--- config.mk ---
export PLATFORM = sky130hd
export DESIGN_NAME = cal_trig_gen
export DESIGN_NICKNAME = d
export VERILOG_FILES = /design/src/rtl/cal_trig_pkg.sv /design/src/rtl/cal_trig_qualify.sv /design/src/rtl/cal_trig_holdoff.sv /design/src/rtl/cal_trig_seq.sv /design/src/rtl/cal_trig_gen.sv
export SDC_FILE = /design/constraint.sdc
export NUM_CORES = 1
export LEC_CHECK = 0
export BUFFER_PORTS_ARGS = -buffer_cell sky130_fd_sc_hd__buf_2
export CORE_UTILIZATION = 50
export CTS_CLUSTER_DIAMETER = 30
export CTS_CLUSTER_SIZE = 25
export DETAILED_ROUTE_END_ITERATION = 16
export PLACE_DENSITY = 0.7
export SLEW_MARGIN = 10
export SYNTH_ARGS = -nofsm -noshare
export SYNTH_HDL_FRONTEND = slang
export SYNTH_SLANG_ARGS = --single-unit
export TNS_END_PERCENT = 20
--- constraint.sdc ---
create_clock -name clk -period 6.8 [get_ports clk]
set_input_delay 1.02 -clock clk [delete_from_list [all_inputs] [get_ports clk]]
set_output_delay 1.02 -clock clk [all_outputs]
set_load 0.1 [all_outputs]
--- src/rtl/cal_trig_pkg.sv ---
package cal_trig_pkg;

    // Sequencer phases of the trigger generator
    typedef enum logic [1:0] {
        ST_IDLE  = 2'd0,
        ST_DELAY = 2'd1,
        ST_PULSE = 2'd2
    } seq_state_e;

    // Mode bit pattern marking a calibration event: bit 3 low, bit 2 high
    localparam logic [3:2] CAL_MODE_MATCH = 2'b01;

endpackage

--- src/rtl/cal_trig_qualify.sv ---
module cal_trig_qualify (
    input  logic       clk,
    input  logic       rst_n,
    input  logic [3:2] cal_mode_i,
    input  logic       gate_i,
    input  logic       enable_i,
    input  logic       inhibit_i,
    output logic       req_o
);
    import cal_trig_pkg::*;

    typedef struct packed {
        logic gate;
    } qual_t;

    qual_t st_d, st_q;
    logic  allowed;

    always_comb begin
        st_d      = st_q;
        st_d.gate = gate_i;
        allowed   = (cal_mode_i == CAL_MODE_MATCH) && enable_i && !inhibit_i;
        req_o     = gate_i && !st_q.gate && allowed;
    end

    always_ff @(posedge clk or negedge rst_n) begin
        if (!rst_n) st_q <= '0;
        else        st_q <= st_d;
    end
endmodule

--- src/rtl/cal_trig_holdoff.sv ---
module cal_trig_holdoff #(
    parameter int HOLDOFF = 10000,
    parameter int DROP_W  = 16
) (
    input  logic              clk,
    input  logic              rst_n,
    input  logic              req_i,
    input  logic              busy_i,
    output logic              accept_o,
    output logic [DROP_W-1:0] drop_cnt_o
);
    localparam int HOLD_W = $clog2(HOLDOFF + 1);

    typedef struct packed {
        logic [HOLD_W-1:0] hold;
        logic [DROP_W-1:0] drops;
    } hold_t;

    hold_t st_d, st_q;

    always_comb begin
        st_d     = st_q;
        accept_o = req_i && !busy_i && (st_q.hold == '0);
        if (st_q.hold != '0)
            st_d.hold = st_q.hold - HOLD_W'(1);
        if (accept_o)
            st_d.hold = HOLD_W'(HOLDOFF - 1);
        else if (req_i && (st_q.drops != '1))
            st_d.drops = st_q.drops + DROP_W'(1);
    end

    always_ff @(posedge clk or negedge rst_n) begin
        if (!rst_n) st_q <= '0;
        else        st_q <= st_d;
    end

    assign drop_cnt_o = st_q.drops;
endmodule

--- src/rtl/cal_trig_seq.sv ---
module cal_trig_seq #(
    parameter int DELAY_W = 8,
    parameter int WINDOW  = 200
) (
    input  logic               clk,
    input  logic               rst_n,
    input  logic               accept_i,
    input  logic [DELAY_W-1:0] delay_i,
    output logic               busy_o,
    output logic               trig_n_o,
    output logic               window_o
);
    import cal_trig_pkg::*;

    localparam int WIN_W = $clog2(WINDOW);
    localparam int CNT_W = (DELAY_W > WIN_W) ? DELAY_W : WIN_W;

    typedef struct packed {
        seq_state_e       state;
        logic [CNT_W-1:0] cnt;
        logic             trig_n;
        logic             window;
    } seq_t;

    seq_t st_d, st_q;

    always_comb begin
        st_d = st_q;
        unique case (st_q.state)
            ST_IDLE: begin
                if (accept_i) begin
                    if (delay_i == '0) begin
                        st_d.state  = ST_PULSE;
                        st_d.cnt    = CNT_W'(WINDOW - 1);
                        st_d.trig_n = 1'b0;
                        st_d.window = 1'b1;
                    end else begin
                        st_d.state = ST_DELAY;
                        st_d.cnt   = CNT_W'(delay_i) - CNT_W'(1);
                    end
                end
            end
            ST_DELAY: begin
                if (st_q.cnt == '0) begin
                    st_d.state  = ST_PULSE;
                    st_d.cnt    = CNT_W'(WINDOW - 1);
                    st_d.trig_n = 1'b0;
                    st_d.window = 1'b1;
                end else begin
                    st_d.cnt = st_q.cnt - CNT_W'(1);
                end
            end
            ST_PULSE: begin
                if (st_q.cnt == '0) begin
                    st_d.state  = ST_IDLE;
                    st_d.trig_n = 1'b1;
                    st_d.window = 1'b0;
                end else begin
                    st_d.cnt = st_q.cnt - CNT_W'(1);
                end
            end
            default: begin
                st_d.state  = ST_IDLE;
                st_d.trig_n = 1'b1;
                st_d.window = 1'b0;
            end
        endcase
    end

    always_ff @(posedge clk or negedge rst_n) begin
        if (!rst_n) begin
            st_q.state  <= ST_IDLE;
            st_q.cnt    <= '0;
            st_q.trig_n <= 1'b1;
            st_q.window <= 1'b0;
        end else begin
            st_q <= st_d;
        end
    end

    assign busy_o   = (st_q.state != ST_IDLE);
    assign trig_n_o = st_q.trig_n;
    assign window_o = st_q.window;
endmodule

--- src/rtl/cal_trig_gen.sv ---
module cal_trig_gen #(
    parameter int DELAY_W = 8,
    parameter int WINDOW  = 200,
    parameter int HOLDOFF = 10000,
    parameter int DROP_W  = 16
) (
    input  logic               clk,
    input  logic               rst_n,
    input  logic [3:2]         cal_mode_i,
    input  logic               gate_i,
    input  logic               enable_i,
    input  logic               inhibit_i,
    input  logic [DELAY_W-1:0] delay_i,
    output logic               trig_n_o,
    output logic               window_o,
    output logic [DROP_W-1:0]  drop_cnt_o
);
    logic req;
    logic accept;
    logic busy;

    cal_trig_qualify u_qualify (
        .clk        (clk),
        .rst_n      (rst_n),
        .cal_mode_i (cal_mode_i),
        .gate_i     (gate_i),
        .enable_i   (enable_i),
        .inhibit_i  (inhibit_i),
        .req_o      (req)
    );

    cal_trig_holdoff #(
        .HOLDOFF (HOLDOFF),
        .DROP_W  (DROP_W)
    ) u_holdoff (
        .clk        (clk),
        .rst_n      (rst_n),
        .req_i      (req),
        .busy_i     (busy),
        .accept_o   (accept),
        .drop_cnt_o (drop_cnt_o)
    );

    cal_trig_seq #(
        .DELAY_W (DELAY_W),
        .WINDOW  (WINDOW)
    ) u_seq (
        .clk      (clk),
        .rst_n    (rst_n),
        .accept_i (accept),
        .delay_i  (delay_i),
        .busy_o   (busy),
        .trig_n_o (trig_n_o),
        .window_o (window_o)
    );
endmodule

==> impl_metrics.csv <==
group,metric,value,unit
run_status,status,"finished clean",
worst_setup_path,critPathArrivalTime,3.02,ns
global_routing,grtUsageMet3,4.336,%
power_and_ir_drop,total_power,935.1,uW
clock_network,cts_buffers,5,
worst_setup_path,cp-startpoint,"u_holdoff.st_q[22]$_DFFE_PN0P_",
clock_network,clockBufferDepth,2,
worst_setup_path,worstPathMaxFanout,18,
sta,setup_viol,0,
placed_design,dpl.hpwl,3.687,mm
power_and_ir_drop,switchingPower,365.9,uW
power_and_ir_drop,power_frac_seq,36.0,%
sta,hold_viol_final,0,
logic_synthesis,yosysWarnings,0,
logic_synthesis,synth_nets,306,
worst_setup_path,timing.rr.end,"u_holdoff.drop_cnt_o[1]$_DFFE_PN0P_",
route,drt_iter0_markers,133,
clock_network,cts_resized,0,
clock_network,hold_buffers,0,
placed_design,port_buffers,32,
worst_setup_path,cp.required,6.99,ns
clock_network,clk_pin_slew,0.09,ns
worst_setup_path,worst-r2r-cell-count,5,
worst_setup_path,r2r_setup_slack,3.97,ns
floorplanning,num_rows,25,
logic_synthesis,synth_edf_count,0,
global_routing,use_met1,29.68,%
route,totalWireLength,4.991,mm
worst_setup_path,end_kind,"register",
worst_hold_path,hp-start,"u_holdoff.st_q[27]$_DFFE_PN0P_",
final_layout,diodes,0,
route,vias,2077,
final_layout,final_net_count,319,
power_and_ir_drop,power.share.combinational,39.0,%
power_and_ir_drop,p_leak,0.001383,uW
sta,rsz0062_at_grt,"no",
floorplanning,die_w,74.41,microns
logic_synthesis,ys_seq_area_share,41.10,%
sta,finClkSkew,0.008729,ns
worst_setup_path,path_class,"reg -> reg",
global_routing,grt_pass1_wl,8.597,mm
final_layout,final_cells,363,
global_routing,track_usage,19.82,%
global_routing,grt_max_degree,44,
logic_synthesis,synthesis.area,2621,sq um
clock_network,clk_latency,0.29,ns
global_routing,antenna_found_initial,0,
clock_network,cts.sinks,43,
floorplanning,dieArea,5536,sq um
job,cap_violations,0,
sta,layout_min_cycle_time,2.830,ns
clock_network,post_cts_buffers,0,
sta,maxSlewViolCount,0,
worst_setup_path,cp-start-kind,"register",
sta,post-route-period-util,41.61,%
floorplanning,initial_core_util,53.72,%
power_and_ir_drop,cellPowerDensity,330.0,nW/um^2
floorplanning,pin_count,33,
worst_hold_path,hold_class,"reg -> reg",
power_and_ir_drop,ir_drop,0.0003147,V
floorplanning,coreArea,4880,sq um
placed_design,place.gp.congestion,0.8602,
power_and_ir_drop,p_sw_share,39.13,%
global_routing,grt_use_met2,29.13,%
global_routing,overflow,0,
power_and_ir_drop,intPower,569.2,uW
logic_synthesis,synth_cell_type_count,51,
final_layout,drive_gt1_share,17.57,%
global_routing,grt_busiest_layer,"met1",
clock_network,root_buffer,"clkbuf_8",
worst_setup_path,r2r_start,"u_holdoff.st_q[22]$_DFFE_PN0P_",
sta,maxSlewHeadroom,38.49,%
logic_synthesis,synth-async-reset-ratio,100.0,%
sta,fin_setup_tns,0,ns
worst_setup_path,worstSetupEndpoint,"u_holdoff.drop_cnt_o[1]$_DFFE_PN0P_",
clock_network,cts_htree_levels,2,
route,post_drt_wl_per_cell,13.75,microns
route,drc_errors,0,
route,routed_via_density,5.722,
placed_design,placement.cell_area,2698,sq um
logic_synthesis,synth_cells,282,
sta,tightest_slew,0.9226,ns
route,drtAntennaViolNets,0,
logic_synthesis,avgSynthCellArea,9.295,sq um
floorplanning,die_h,74.41,microns
clock_network,tritoncts,"done",
global_routing,grt_pass1_vias,1915,
final_layout,postLayoutCellArea,2834,sq um
placed_design,dp.cells,355,
logic_synthesis,synth_top_flop_cell,"dfrtp_1",
sta,max_freq,353.4,MHz
final_layout,area_delta_synth_final,8.115,%
logic_synthesis,ys_ff_latch,43,
power_and_ir_drop,clkPwrFrac,25.0,%
route,drt-pass1-iter-count,4,
-- worst min-delay path by stage --
| stage | to | slack [ns] | depth (start not counted) |
|---|---|---|---|
| 2_1_floorplan | u_holdoff.st_q[27]$_DFFE_PN0P_ | 0.44 | 1 |
| 3_3_place_gp | u_holdoff.st_q[27]$_DFFE_PN0P_ | 0.45 | 1 |
| 3_5_place_dp | u_holdoff.st_q[27]$_DFFE_PN0P_ | 0.47 | 1 |
| 4_1_cts | u_holdoff.st_q[27]$_DFFE_PN0P_ | 0.48 | 1 |
| 5_1_grt | u_holdoff.st_q[27]$_DFFE_PN0P_ | 0.51 | 1 |
| 6_report | u_holdoff.st_q[27]$_DFFE_PN0P_ | 0.48 | 1 |
-- cells by family after synthesis --
| family | count (synthesis) | share of synthesized area (%) |
|---|---|---|
| AND/OR/NAND/NOR | 103 | 21.48 |
| AO/OA/AOI/OAI | 59 | 13.89 |
| flip-flops | 43 | 41.10 |
| buffers and inverters | 37 | 7.972 |
| XOR/XNOR | 25 | 8.353 |
| adder cells (fa/ha/maj) | 9 | 4.296 |
| multiplexers | 6 | 2.912 |
-- area by class of cell --
class                           count  area [sq um]
Sequential cell                    43          1077
Inverter                           11         41.29
Clock buffer                        5         68.82
Multi-Input combinational cell    202          1335
Tap cell                           67         83.83
Fill cell                         450          2046
Timing Repair Buffer               32         160.2
Clock inverter                      3         67.56
-- sequential cells by signal, indices dropped and copies added, names as in the netlist --
signal	count
u_seq.st_q	10
u_qualify.st_q	1
u_seq.trig_n_o	1
u_holdoff.drop_cnt_o	16
u_seq.window_o	1
u_holdoff.st_q	14
-- worst max-delay path, stage by stage (launching register included) --
cell     delay [ns]
dfrtp_1        0.42
or4_4          0.57
nor3_1         0.58
and3_1         0.68
nor2_1         0.17
mux2_2         0.31
-- through the flow --
stage          utilization, %  hold slack, ns  setup slack (ns)
3_5_place_dp            55.28          0.4669             3.687
5_1_grt                 58.08          0.5081             3.796
2_1_floorplan               -          0.4352             4.256
4_1_cts                 58.08          0.4815             3.970
3_3_place_gp            55.28          0.4538             3.770
6_report                58.08          0.4784             3.970
-- synth_stat cells, types with 2 or more instances --
cell,count,area share (%)
nor3_1,20,3.8
nor4_1,8,1.9
a31oi_1,5,1.2
buf_4,16,4.6
o21ai_0,17,3.2
nor4b_1,2,0.67
clkbuf_1,7,1.0
ha_1,9,4.3
a21o_1,2,0.57
and3_1,9,2.1
mux2i_1,2,0.76
xnor2_1,4,1.3
nor2_1,18,2.6
dfrtp_1,42,40
a21oi_1,13,2.5
a211oi_1,3,0.86
nor3b_1,4,1.1
o31ai_1,5,1.4
nand4_1,3,0.72
nand3_1,15,2.9
buf_2,2,0.38
mux2_4,3,1.7
xor2_1,21,7.0
nor2b_1,3,0.72
inv_1,11,1.6
a21boi_0,2,0.57
nand2_1,10,1.4
o22ai_1,3,0.72
-- cell usage in the layout (no fill, tap or decap), types with 2 or more instances in the layout --
| master | netlist | routed |
|---|---|---|
| mux2_4 | 3 | 3 |
| ha_1 | 9 | 9 |
| o22ai_1 | 3 | 3 |
| a211oi_1 | 3 | 3 |
| nor3_1 | 20 | 20 |
| a21oi_1 | 13 | 13 |
| nand3_1 | 15 | 15 |
| nand2_1 | 10 | 10 |
| nor2_1 | 18 | 18 |
| xor2_1 | 21 | 21 |
| clkbuf_8 | 0 | 5 |
| bufinv_16 | 0 | 2 |
| nor4_1 | 8 | 8 |
| and3_1 | 9 | 9 |
| dfrtp_1 | 42 | 42 |
| nor2b_1 | 3 | 3 |
| o31ai_1 | 5 | 5 |
| a31oi_1 | 5 | 5 |
| nor3b_1 | 4 | 4 |
| nand4_1 | 3 | 3 |
| nor4b_1 | 2 | 2 |
| a21boi_0 | 2 | 2 |
| o21ai_0 | 17 | 17 |
| xnor2_1 | 4 | 4 |
| mux2i_1 | 2 | 2 |
| inv_1 | 11 | 11 |
| a21o_1 | 2 | 2 |
| buf_2 | 2 | 32 |
-- power by group through the flow --
stage / Clock [uW] / Sequential (uW) / Combinational [uW]
final: 234 / 336 / 365
after global placement: 0 / 340 / 357
after floorplan: 0 / 375 / 263
after detailed placement: 0 / 340 / 364
after global routing: 249 / 343 / 404
after CTS: 239 / 336 / 365
-- per-layer routing --
metal,part of all wire [%],up-vias
met5,0,-
met4,0.50,0
met3,3.9,2
met2,44,38
met1,52,1000
li1,-,1037
No activity file was read; power rests on OpenSTA's default activity.
